File: config.mk
export PLATFORM = sky130hd
export DESIGN_NAME = ocp_fault_ctrl
export DESIGN_NICKNAME = d
export VERILOG_FILES = /design/src/rtl/ocp_pkg.sv /design/src/rtl/ocp_deglitch.sv /design/src/rtl/ocp_retry_timer.sv /design/src/rtl/ocp_fault_ctrl.sv
export SDC_FILE = /design/constraint.sdc
export NUM_CORES = 1
export LEC_CHECK = 0
export BUFFER_PORTS_ARGS = -buffer_cell sky130_fd_sc_hd__buf_2
export CAP_MARGIN = 5
export CORE_ASPECT_RATIO = 0.9
export CORE_MARGIN = 4
export CORE_UTILIZATION = 60
export DETAILED_ROUTE_END_ITERATION = 6
export PLACE_DENSITY = 0.78
export SKIP_LAST_GASP = 1
export SYNTH_ARGS = -nofsm -noshare
export SYNTH_HDL_FRONTEND = slang
export SYNTH_SLANG_ARGS = --single-unit
File: constraint.sdc
create_clock -name clk -period 2.8 [get_ports clk]
set_input_delay 0.42 -clock clk [delete_from_list [all_inputs] [get_ports clk]]
set_output_delay 0.42 -clock clk [all_outputs]
set_load 0.005 [all_outputs]
File: src/rtl/ocp_pkg.sv
package ocp_pkg;

    typedef enum logic [1:0] {
        RESP_LATCH  = 2'b00,
        RESP_RETRY  = 2'b01,
        RESP_REPORT = 2'b10,
        RESP_IGNORE = 2'b11
    } resp_mode_e;

    typedef enum logic [1:0] {
        ST_RUN  = 2'b00,
        ST_HOLD = 2'b01,
        ST_WAIT = 2'b10
    } ctl_state_e;

    localparam int unsigned NUM_PHASES = 3;

endpackage

File: src/rtl/ocp_deglitch.sv
module ocp_deglitch #(
    parameter int unsigned DG0_CYC = 60,
    parameter int unsigned DG1_CYC = 120,
    parameter int unsigned DG2_CYC = 250,
    parameter int unsigned DG3_CYC = 320
) (
    input  logic       clk,
    input  logic       rst_n,
    input  logic       raw,
    input  logic [1:0] dg_sel,
    output logic       det
);
    localparam int unsigned MAX01 = (DG0_CYC > DG1_CYC) ? DG0_CYC : DG1_CYC;
    localparam int unsigned MAX23 = (DG2_CYC > DG3_CYC) ? DG2_CYC : DG3_CYC;
    localparam int unsigned MAXN  = (MAX01 > MAX23) ? MAX01 : MAX23;
    localparam int unsigned CW    = $clog2(MAXN + 1);

    typedef struct packed {
        logic [CW-1:0] cnt;
        logic          det;
    } dg_reg_t;

    dg_reg_t       r_q, r_d;
    logic [CW-1:0] lim_m1;

    always_comb begin
        unique case (dg_sel)
            2'b00:   lim_m1 = CW'(DG0_CYC - 1);
            2'b01:   lim_m1 = CW'(DG1_CYC - 1);
            2'b10:   lim_m1 = CW'(DG2_CYC - 1);
            default: lim_m1 = CW'(DG3_CYC - 1);
        endcase
    end

    always_comb begin
        r_d = r_q;
        if (!raw) begin
            r_d.cnt = '0;
            r_d.det = 1'b0;
        end else begin
            r_d.det = (r_q.cnt >= lim_m1);
            if (r_q.cnt < lim_m1) begin
                r_d.cnt = r_q.cnt + 1'b1;
            end
        end
    end

    always_ff @(posedge clk or negedge rst_n) begin
        if (!rst_n) begin
            r_q <= '0;
        end else begin
            r_q <= r_d;
        end
    end

    assign det = r_q.det;

    // an accepted detection always follows a high raw sample
    a_r1_det_follows_raw: assert property (@(posedge clk) disable iff (!rst_n)
        det |-> $past(raw));

    // a low sample drops acceptance and restarts the filter
    a_r2_low_restarts: assert property (@(posedge clk) disable iff (!rst_n)
        !raw |=> (!det && r_q.cnt == '0));

endmodule

File: src/rtl/ocp_retry_timer.sv
module ocp_retry_timer #(
    parameter int unsigned SHORT_CYC = 1_000_000,
    parameter int unsigned LONG_CYC  = 100_000_000
) (
    input  logic clk,
    input  logic rst_n,
    input  logic start,
    input  logic long_sel,
    output logic expire
);
    localparam int unsigned MAXT = (SHORT_CYC > LONG_CYC) ? SHORT_CYC : LONG_CYC;
    localparam int unsigned TW   = $clog2(MAXT + 1);

    typedef struct packed {
        logic [TW-1:0] cnt;
        logic          run;
    } tm_reg_t;

    tm_reg_t r_q, r_d;

    always_comb begin
        r_d = r_q;
        if (start) begin
            r_d.cnt = long_sel ? TW'(LONG_CYC - 1) : TW'(SHORT_CYC - 1);
            r_d.run = 1'b1;
        end else if (r_q.run) begin
            if (r_q.cnt == '0) begin
                r_d.run = 1'b0;
            end else begin
                r_d.cnt = r_q.cnt - 1'b1;
            end
        end
    end

    always_ff @(posedge clk or negedge rst_n) begin
        if (!rst_n) begin
            r_q <= '0;
        end else begin
            r_q <= r_d;
        end
    end

    assign expire = r_q.run && (r_q.cnt == '0);

    // the running countdown steps by exactly one each cycle
    a_r4_steady_countdown: assert property (@(posedge clk) disable iff (!rst_n)
        (r_q.run && !start && r_q.cnt != '0) |=> (r_q.run && r_q.cnt == $past(r_q.cnt) - 1'b1));

    // a long start loads the long interval
    a_r5_long_load: assert property (@(posedge clk) disable iff (!rst_n)
        (start && long_sel) |=> (r_q.cnt == TW'(LONG_CYC - 1)));

endmodule

File: src/rtl/ocp_fault_ctrl.sv
module ocp_fault_ctrl
    import ocp_pkg::*;
#(
    parameter int unsigned DG0_CYC         = 60,
    parameter int unsigned DG1_CYC         = 120,
    parameter int unsigned DG2_CYC         = 250,
    parameter int unsigned DG3_CYC         = 320,
    parameter int unsigned RETRY_SHORT_CYC = 1_000_000,
    parameter int unsigned RETRY_LONG_CYC  = 100_000_000
) (
    input  logic       clk,
    input  logic       rst_n,
    input  logic [2:0] oc_raw,
    input  logic [1:0] resp_mode,
    input  logic [1:0] dg_sel,
    input  logic       retry_long,
    input  logic       clear,
    output logic       drv_off,
    output logic [2:0] phase_flag,
    output logic       fault_n
);
    localparam int unsigned NP = NUM_PHASES;

    typedef struct packed {
        ctl_state_e    state;
        logic [NP-1:0] flag;
    } ctl_reg_t;

    ctl_reg_t      r_q, r_d;
    logic [NP-1:0] det;
    logic [NP-1:0] qual;
    logic          any_hit;
    logic          tmr_start;
    logic          tmr_expire;
    resp_mode_e    mode;

    assign mode = resp_mode_e'(resp_mode);

    for (genvar p = 0; p < NP; p++) begin : g_phase
        ocp_deglitch #(
            .DG0_CYC(DG0_CYC),
            .DG1_CYC(DG1_CYC),
            .DG2_CYC(DG2_CYC),
            .DG3_CYC(DG3_CYC)
        ) u_dg (
            .clk   (clk),
            .rst_n (rst_n),
            .raw   (oc_raw[p]),
            .dg_sel(dg_sel),
            .det   (det[p])
        );
    end

    ocp_retry_timer #(
        .SHORT_CYC(RETRY_SHORT_CYC),
        .LONG_CYC (RETRY_LONG_CYC)
    ) u_retry (
        .clk     (clk),
        .rst_n   (rst_n),
        .start   (tmr_start),
        .long_sel(retry_long),
        .expire  (tmr_expire)
    );

    assign qual      = (mode == RESP_IGNORE) ? '0 : det;
    assign any_hit   = |qual;
    assign tmr_start = !clear && (r_q.state == ST_RUN) && any_hit && (mode == RESP_RETRY);

    always_comb begin
        r_d = r_q;
        if (clear) begin
            r_d.flag  = '0;
            r_d.state = ST_RUN;
        end else begin
            r_d.flag = r_q.flag | qual;
            unique case (r_q.state)
                ST_RUN: begin
                    if (any_hit && mode == RESP_LATCH) begin
                        r_d.state = ST_HOLD;
                    end else if (any_hit && mode == RESP_RETRY) begin
                        r_d.state = ST_WAIT;
                    end
                end
                ST_HOLD: r_d.state = ST_HOLD;
                ST_WAIT: begin
                    if (tmr_expire) begin
                        r_d.state = ST_RUN;
                    end
                end
                default: r_d.state = ST_RUN;
            endcase
        end
    end

    always_ff @(posedge clk or negedge rst_n) begin
        if (!rst_n) begin
            r_q <= '{state: ST_RUN, flag: '0};
        end else begin
            r_q <= r_d;
        end
    end

    assign drv_off    = (r_q.state != ST_RUN);
    assign phase_flag = r_q.flag;
    assign fault_n    = ~|r_q.flag;

    // a latched shutdown persists until clear
    a_r3_latch_holds: assert property (@(posedge clk) disable iff (!rst_n)
        (r_q.state == ST_HOLD && !clear) |=> drv_off);

    // report mode never shuts the outputs from a running state
    a_r6_report_runs: assert property (@(posedge clk) disable iff (!rst_n)
        (mode == RESP_REPORT && r_q.state == ST_RUN) |=> !drv_off);

    // ignore mode leaves the status unchanged
    a_r7_ignore_quiet: assert property (@(posedge clk) disable iff (!rst_n)
        (mode == RESP_IGNORE && !clear) |=> $stable(phase_flag));

    // status bits only fall through a clear
    a_r8_sticky: assert property (@(posedge clk) disable iff (!rst_n)
        (!clear && |phase_flag) |=> ((phase_flag & $past(phase_flag)) == $past(phase_flag)));

    // a shutdown always comes with the fault flag
    a_r9_off_flags: assert property (@(posedge clk) disable iff (!rst_n)
        $rose(drv_off) |-> !fault_n);

    // clear wins over everything on its edge
    a_r10_clear_wins: assert property (@(posedge clk) disable iff (!rst_n)
        clear |=> (!drv_off && phase_flag == '0 && fault_n));

    // leaving the retry wait happens only on timer expiry or clear
    a_r4_wait_exit: assert property (@(posedge clk) disable iff (!rst_n)
        (r_q.state == ST_WAIT && !clear && !tmr_expire) |=> drv_off);

endmodule

# Word level (Yosys, flattened, before mapping)
# Index checks and enable logic that the tools add are counted.
# totals
register_bits	63
out_inout_bits	5
word_cells	69
# classes
addsub	4
n_lt_le_gt_ge	6
n_eq_ne	12
mux	18
n_bitwise	1
reduce_logical	18
# op_table
operator	n
2-to-1 mux 28 bit	2
2-to-1 mux 27 bit	2
2-to-1 mux 10 bit	3
adder 9 x 1 -> 9 bit (second input constant)	3
greater-or-equal comparator 9 bit	3
logical NOT 27 bit	1
less-than comparator 9 bit	3
2-to-1 mux 9 bit	3
case mux 9 bit (3 select lines)	1
subtractor 27 x 1 -> 27 bit (second input constant)	1
equality test 2 x 1 -> 1 bit (second input constant)	3
equality test 2 bit (second input constant)	3
logical AND 1 bit	6
logical NOT 2 bit	3
2-to-1 mux 2 bit	3
!= test 2 x 1 -> 1 bit (second input constant)	3
case mux 2 bit (3 select lines)	1
OR reduction 3 bit	2
2-to-1 mux 5 bit	1
!= test 4 x 2 -> 1 bit (second input constant)	1
AND reduction 2 bit	2
nonzero test 2 bit	2
2-to-1 mux 3 bit	1
!= test 3 bit (second input constant)	1
4 further kinds	5

# Longest topological paths before layout
# Gate-level depths: netlist (run 1).
# logic_depth
word_depth	8
mapped_depth	10
mapped_depth_nobuf	9

# Cells and area by module
# From an unflattened synthesis (run 1), not the netlist that was laid out.
# hier_totals
cells_unflattened	413
hier_area_um2	4012.6
# modules_own_cells
mod	n_inst	cells_each	area_per_inst_um2	seq_area_each_um2
ocp_retry_timer	1	180	1679.1	700.7
ocp_deglitch at g_phase[0].u_dg ...	2	70	695.7	250.2
ocp_deglitch at g_phase[2].u_dg	1	68	700.7	250.2
ocp_fault_ctrl	1	25	241.5	125.1

# Worst setup path after synthesis (run 1)
# OpenSTA, ideal clock, no wires.
# synth_timing
path_type	input port to flip-flop
from	input port dg_sel[0]
to	register g_phase[1].u_dg.r_q[2] in the netlist's numbering
setup_ps	121
t_arrival_ps	2330
path_slack_ps	348
cell_stages	9
path_buffers	1
cell_sequence	ha_1 -> inv_1 -> ha_1 -> a211oi_1 -> nor2b_1 -> a221oi_1 -> clkbuf_1 -> mux2i_1 -> nor2_1
# synth_between
elab_chain_len	4
elab_cells_between_ends	6
cone_classes	order compare: 1; eq/ne: 3; mux: 1; reduce/logical: 1
# synth_lines
element	line	rtl
start: declaration	ocp_fault_ctrl.sv:15	input logic [1:0] dg_sel,
equality test 2 bit (tied with other cells)	ocp_deglitch.sv:27	unique case (dg_sel)
case mux 9 bit (3 select lines) *	ocp_deglitch.sv:27	
less-than comparator 9 bit *	ocp_deglitch.sv:42	if (r_q.cnt < lim_m1) begin
!= test 2 x 1 -> 1 bit (no line) *	-	
end signal: assignment	ocp_deglitch.sv:52	r_q <= r_d;
end: declaration	ocp_deglitch.sv:23	dg_reg_t r_q, r_d;
# Every way passes the cells marked *; elsewhere a longest branch is shown, timed or not.
# A chain may end at the register's enable or synchronous reset.

# Final worst setup path (run 1)
# layout_timing
from	register u_retry.r_q[1] in the netlist's numbering
to	register u_retry.r_q[25] in the netlist's numbering
# layout_between
elab_chain_len	4
elab_cells_between_ends	7
cone_classes	add/sub: 1; eq/ne: 1; mux: 3; reduce/logical: 2
# layout_lines
element	line	rtl
start: declaration	ocp_retry_timer.sv:19	tm_reg_t r_q, r_d;
start signal: assignment	ocp_retry_timer.sv:39	r_q <= r_d;
subtractor 27 x 1 -> 27 bit	ocp_retry_timer.sv:30	r_d.cnt = r_q.cnt - 1'b1;
2-to-1 mux 27 bit	ocp_retry_timer.sv:27	if (r_q.cnt == '0) begin
2-to-1 mux 28 bit	ocp_retry_timer.sv:26	end else if (r_q.run) begin
2-to-1 mux 28 bit	ocp_retry_timer.sv:23	if (start) begin
# Several ways; a longest one is shown, not always the timed one. The select of a mux whose other input is x is not followed.

==> summary.txt, run 1 <==
Run status
  • Status: finished clean

Routing
  • WL/cell: 16.00 µm
  • Drt pass-1 iters: 4
  • 1st-iter DRT viols: 147
  • Final WL: 8063 µm
  • DRC viols: 0
  • DR vias/cell: 6.230
  • Vias: 3140
  • Detail Route Antenna Nets: 0

Synthesis
  • Library cell with the largest summed area after synthesis: dfrtp_1
  • Yosys cell types: 54
  • Synth Cell Area: 0.003791 mm²
  • Most used DFF post-synth: dfrtp_1
  • Yosys top cell area share: 41.58%
  • EDFF count, synth: 0
  • Seq/Total Area, Yosys: 41.58%
  • Syn_nets: 423
  • Post-synth ARST share: 100.0%
  • Synth area leaders: dfrtp_1 42%, ha_1 7.9%, nor2_1 2.9%
  • Synth Area per Inst: 9.771 µm²
  • Post-Synthesis Cells: 388
  • Synth Warn #: 0
  • Flop and latch count out of synthesis: 63

Setup path
  • Max FO, Critical Path: 8
  • Startpoint Class: flop
  • R2R Path End: u_retry.r_q[25]
  • R2R setup slack: 150 ps
  • CP Data Required Time: 3060 ps
  • Reg-to-reg startpoint: u_retry.r_q[1]
  • WP data arrival: 2920 ps
  • Reg2reg path depth: 7
  • Setup crit end kind: flop
  • CP Class: flop to flop

Floorplanning
  • Core ar.: 0.006115 mm²
  • Die footprint: 0.007656 mm²
  • Die Height: 83.41 µm
  • Die Width: 91.79 µm
  • # IOs: 16
  • Site Rows: 27
  • Starting Density: 62.00%

Worst hold path
  • Hold Path Class: input port to asynchronous set/reset pin

Timing
  • Minimum clock period: 2655 ps
  • Fin crit share: 94.82%
  • Rel. slew slack: 48.19%
  • FMAX: 0.3767 GHz
  • Worst-margin pin slew: 777.1 ps
  • Worst Skew: 9.102 ps
  • RSZ-0062 raised after global routing: false
  • Max Slew Vio Count: 0
  • Fin Setup TNS: 0 ps
  • Setup Viol. Count Final: 0
  • Setup WS post-layout: 145.1 ps
  • Final Hold Fails: 0

Clock tree
  • CTS Sinks: 63
  • Setup repair bufs after CTS: 0
  • Post-CTS resize count: 0
  • CTS tree: done
  • H-tree levels: 3
  • Clock tree buffer depth: 2
  • # hold bufs at CTS: 0
  • Clk Latency, worst-skew pair: 340 ps
  • Clock Tree Root: clkbuf_8
  • Clk slew on worst S/H paths: 70 ps
  • CTS buffer count: 9

Global route
  • Initial antenna violation count: 0
  • Maximum number of pins on one net before global-route repair: 35
  • Vias in the first global route: 3002
  • Gr ovfl total: 0
  • GRT Overall Usage: 22.76%
  • First-pass GRT wire length: 14170 µm

Placed design
  • Placed wire-length estimate: 5684 µm
  • Placer Congestion: 0.8547
  • Pre-CTS setup slack: 175.8 ps
  • Port buffer count: 15

Final layout
  • Layout cells sized above 1: 12.71%
  • Synth-to-layout area growth: 10.92%
  • Final Net Count: 448
  • N_diodes: 0

Pwr
  • Peak supply drop: 396.8 µV
  • Pwr/cell area: 541.3 mW/mm²
  • LEAKAGE: 1.733 nW

Run
  • Max Cap Violations: 0
==> routing by layer <==
layer / wire length (µm) / track usage (%) / vias up
met5: 0 / 0 / -
met4: 140 / 8.502 / 0
met3: 388 / 4.982 / 14
met2: 3758 / 34.64 / 73
met1: 3776 / 31.87 / 1542
li1: - / - / 1511
==> flip-flops by register name (all words and copies together) (netlist names) <==
name,count
g_phase.u_dg.det,3
u_retry.r_q,28
phase_flag,3
r_q,2
g_phase.u_dg.r_q,27
==> placed cells by master, fill, tap and decap left out, types with 2 or more instances in the layout <==
master,count
o31ai_1,9
and2_1,6
a31oi_1,5
and3_1,4
nand2_1,25
dfrtp_1,63
ha_1,24
inv_1,14
a21boi_0,5
buf_2,15
nor3b_1,4
nor3_2,2
nand3_1,18
nor2_1,29
bufinv_16,2
nor2b_1,4
o21ai_0,15
o311ai_4,2
nand2b_1,4
mux2i_1,6
clkbuf_1,2
nand4_1,7
nor4_1,6
or2_2,2
or4_4,4
or4_1,12
o21bai_1,2
a21o_1,2
a21oi_1,20
a221oi_1,3
xnor2_1,3
clkbuf_8,10
o21a_1,7
buf_4,11
o31a_1,4
nor3_1,7
o211ai_1,11
or3_1,17
xor2_1,11
a211oi_1,4
==> cell families (layout without fill, tap and decap cells) <==
logic type                 after synthesis  count (layout)  synth area share [%]
xor gates and xnor gates                14              14                 3.234
muxes                                    6               6                 1.584
adders and majority gates               24              24                 7.921
DFF                                     63              63                 41.58
and+or+nand+nor                        157             157                 23.50
AOI/OAI and AO/OA                       97              97                 18.98
buffers and inverters                   27              56                 3.201
==> how the worst max path moves through the flow <==
stage                   startpoint                     end  slack (ps)  depth (start not counted)
CTS                 u_retry.r_q[1]         u_retry.r_q[25]         160                          7
global route        u_retry.r_q[1]         u_retry.r_q[25]           2                          7
detailed placement       dg_sel[0]  g_phase[0].u_dg.r_q[9]         180                         10
finish              u_retry.r_q[1]         u_retry.r_q[25]         150                          7
global placement         dg_sel[0]  g_phase[0].u_dg.r_q[9]         270                         10
floorplan                dg_sel[0]  g_phase[1].u_dg.r_q[2]         350                          9
==> synthesized netlist by cell type (all sizes together), types with 3 or more instances <==
master	number
a21boi	5
or4	16
nor4	7
o311ai	3
a21oi	20
xnor2	3
nor2	29
xor2	11
nand4	7
mux2i	6
a31oi	5
ha	24
inv	14
nand2b	4
nand3	18
o211ai	12
o21a	7
o31a	4
o21ai	15
nor2b	4
and3	4
o31ai	10
dfrtp	63
nand2	25
clkbuf	7
buf	5
or3	17
and2	6
a221oi	3
a211oi	4
nor3b	4
nor3	9
==> cell type report <==
cell class | instances | area (µm²)
Timing Repair Buffer | 26 | 157.7
Multi-Input combinational cell | 298 | 2093
Sequential cell | 63 | 1577
Fill cell | 483 | 1909
Clock inverter | 3 | 67.56
Clock buffer | 12 | 145.1
Tap cell | 87 | 108.9
Inverter | 15 | 56.30
==> where the power goes <==
group | internal [mW] | leakage (nW) | switching (mW)
Combinational | 0.155 | 0.865 | 0.183
Sequential | 0.978 | 0.765 | 0.0926
Clock | 0.522 | 0.103 | 0.345
==> stage by stage <==
step / power (mW) / utilization [%] / hold slack (ps) / cell area, µm² / std cells
floorplan: 1.315 / - / 124.4 / 3791 / 388
global placement: 1.401 / 65.30 / 489.4 / 3993 / 489
detailed placement: 1.421 / 65.30 / 505.7 / 3993 / 489
CTS: 2.297 / 68.77 / 167.7 / 4205 / 504
global route: 2.397 / 68.77 / 208.2 / 4205 / 504
finish: 2.276 / 68.77 / 155.7 / 4205 / 504
==> critical path, stage by stage, from the launching register on <==
cell	delay (ps)
dfrtp_1	400
inv_1	90
ha_1	270
or4b_1	510
nor3_2	510
nand4_1	270
or3_1	360
a31oi_1	160
Note: power is estimated with default switching activity, not from simulation.
==> run 2: changes to the inputs <==
==> constraint.sdc (replaced) <==
create_clock -name clk -period 2.6 [get_ports clk]
set_input_delay 0.39 -clock clk [delete_from_list [all_inputs] [get_ports clk]]
set_output_delay 0.39 -clock clk [all_outputs]
set_load 0.005 [all_outputs]
==> run 2 against run 1 <==
Power grew 3.8%. Register-to-register slack lost 70 ps. Sequential cell count is the same. Clock power shrank 4.8%. Combinational power grew 15%. Clock skew grew 0.69 ps. Worst setup slack lost 67 ps. Final cell count grew 1.8%. Fmax grew 5.3%. Via count shrank 1.1%. Largest power group unchanged.
==> summary.txt, run 2 (same netlist as run 1, synthesis figures left out) <==
Run
  • Max Cap Violations: 0 (unchanged)

Final layout
  • Non-Filler Instances: 513 (+1.8%)
  • Largest regs: u_retry.r_q x28, g_phase.u_dg.r_q x27
  • Biggest register: u_retry.r_q
  • Commonest cells after routing, fill and taps aside: 63 x dfrtp_1, 29 x nor2_1, 25 x nand2_1
  • N_diodes: 0 (unchanged)
  • Final Net Count: 456 (+1.8%)
  • Layout cells sized above 1: 15.26% (+2.5 points)
  • Max FFs per register: 28 (unchanged)
  • Layout fillers: 462 (-4.3%)
  • Commonest non-fill, non-tap cell in the layout: dfrtp_1
  • Synth-to-layout area growth: 12.08%
  • Layout Utilization: 69.49% (+0.72 points)

Setup path
  • CP Class: flop to flop
  • CP startpoint: u_retry.r_q[2]
  • CP Data Required Time: 2820 ps (-240 ps)
  • CP max stage delay: 540 ps (+30 ps)
  • Reg-to-reg startpoint: u_retry.r_q[2]
  • Crit-path slowest cell: or4_4
  • Startpoint Class: flop
  • WP data arrival: 2740 ps (-180 ps)
  • Crit-path cells: inv_1, ha_2, or4b_4, or4_4, o311ai_4, mux2i_1, nor3_2
  • Max FO, Critical Path: 6 (-2)
  • R2R setup slack: 80 ps (-70 ps)
  • Setup crit end kind: flop

Placed design
  • Port buffer count: 15 (unchanged)
  • Placer Congestion: 0.8661 (+1.3%)
  • Placed wire-length estimate: 5602 µm (-1.4%)
  • Pre-CTS setup slack: -17.32 ps (-193.1 ps)
  • DP Cell Count: 493 (+0.82%)

Timing
  • Rel. slew slack: 54.78% (+6.6 points)
  • Worst Skew: 9.796 ps (+0.6942 ps)
  • Setup WS post-layout: 77.66 ps (-67.45 ps)
  • Final Hold Fails: 0 (unchanged)
  • Minimum clock period: 2522 ps (-132.5 ps)
  • Fin Setup TNS: 0 ps (unchanged)
  • FMAX: 0.3965 GHz (+5.3%)
  • Worst-margin pin slew: 678.3 ps (-98.81 ps)
  • Max Slew Vio Count: 0 (unchanged)
  • Setup Viol. Count Final: 0 (unchanged)
  • Fin crit share: 97.01% (+2.2 points)

Routing
  • DRC viols: 0 (unchanged)
  • Detail Route Antenna Nets: 0 (unchanged)
  • WL/cell: 15.19 µm (-5.1%)
  • Vias: 3105 (-1.1%)
  • 1st-iter DRT viols: 140 (-4.8%)
  • DR vias/cell: 6.053 (-2.8%)
  • Final WL: 7792 µm (-3.4%)
  • Drt pass-1 iters: 4 (unchanged)

Global route
  • First-pass GRT wire length: 13520 µm (-4.6%)
  • Vias in the first global route: 2896 (-3.5%)
  • Gr ovfl total: 0 (unchanged)
  • Maximum number of pins on one net before global-route repair: 30 (-14%)
  • GRT Overall Usage: 21.75% (-1.0 points)
  • Initial antenna violation count: 0 (unchanged)

Floorplanning
  • # IOs: 16 (unchanged)
  • Site Rows: 27 (unchanged)
  • Core ar.: 0.006115 mm² (unchanged)
  • Die Width: 91.79 µm (unchanged)
  • Starting Density: 62.00% (unchanged)
  • Die Height: 83.41 µm (unchanged)
  • Die footprint: 0.007656 mm² (unchanged)

Worst hold path
  • Hold Path Class: input port to asynchronous set/reset pin

Clock tree
  • CTS buffer count: 9 (unchanged)
  • CTS Sinks: 63 (unchanged)
  • H-tree levels: 3 (unchanged)
  • Clk slew on worst S/H paths: 70 ps (about the same)
  • Clk Latency, worst-skew pair: 330 ps (about the same)
  • Clock tree buffer depth: 2 (unchanged)
  • Clock Tree Root: clkbuf_8
  • CTS tree: done

Run status
  • Status: finished clean

Pwr
  • Tot Pwr: 2.363 mW (+3.8%)
  • Pwr/cell area: 556.1 mW/mm² (+2.7%)
  • Peak supply drop: 481.5 µV (+21%)
  • LEAKAGE: 1.767 nW (+1.9%)
## run 2: cell count changes in the layout (fill, tap and decap cells not counted)
cell        previous run  this run
buf_4                 11        19
ha_2                   0         1
inv_1                 14        13
ha_1                  24        23
clkinvlp_4             1         0
inv_2                  0         1
clkinv_2               0         3
bufinv_16              2         1
or4b_1                 1         0
or4b_4                 0         1
## run 2: worst max-delay path: cells and delay by family (launching register included)
family	cells	cell delay (ps)
multiplexers	1	270
adder cells (fa/ha/maj)	1	180
buffers and inverters	1	70
AO/OA/AOI/OAI	1	430
flip-flops	1	400
AND/OR/NAND/NOR	3	1060
## run 2: layout make-up
cell class / instances / area [µm²] / share of cell area, %
tap: 87 / 108.9 / 2.562
inverter: 15 / 56.30 / 1.325
multi-input combinational: 298 / 2100 / 49.41
clock buffer: 12 / 145.1 / 3.416
timing repair buffer: 34 / 217.7 / 5.124
clock inverter: 4 / 45.04 / 1.060
sequential: 63 / 1577 / 37.10
## run 2: worst paths after layout
| kind | to | cells after the start |
|---|---|---|
| hold / removal | g_phase[0].u_dg.r_q[5] | 1 |
| max in group asynchronous | u_retry.r_q[21] | 2 |
| min in group clk | phase_flag[0] | 2 |
| setup / recovery | u_retry.r_q[7] | 7 |
| hold reg to reg | r_q[3] | 1 |
| setup reg to reg | u_retry.r_q[7] | 7 |
## run 2: metal layers
metal,up-vias,track usage (%),routed length [µm]
met5,-,0,0
li1,1521,-,-
met2,65,32.98,3544
met3,11,5.163,303
met1,1508,31.15,3853
met4,0,6.208,91
## run 2: timing repair
action	4_1_cts	5_1_grt
buffers inserted	0	4
setup endpoints to repair	0	1
hold buffers	0	0
gates resized for setup	0	3
## run 2: per-stage QoR
step | area, µm² | hold WS (ps)
after global placement | 4023 | 462.9
after floorplan | 3791 | 94.41
after CTS | 4213 | 104.8
after detailed placement | 4023 | 466.1
after global routing | 4249 | 131.5
final | 4249 | 91.12
## run 2: where the power goes
group / internal [mW] / switching (mW) / total [mW]
Sequential: 1.05 / 0.0935 / 1.15
Clock: 0.465 / 0.360 / 0.825
Combinational: 0.188 / 0.204 / 0.391
Total: 1.71 / 0.657 / 2.36
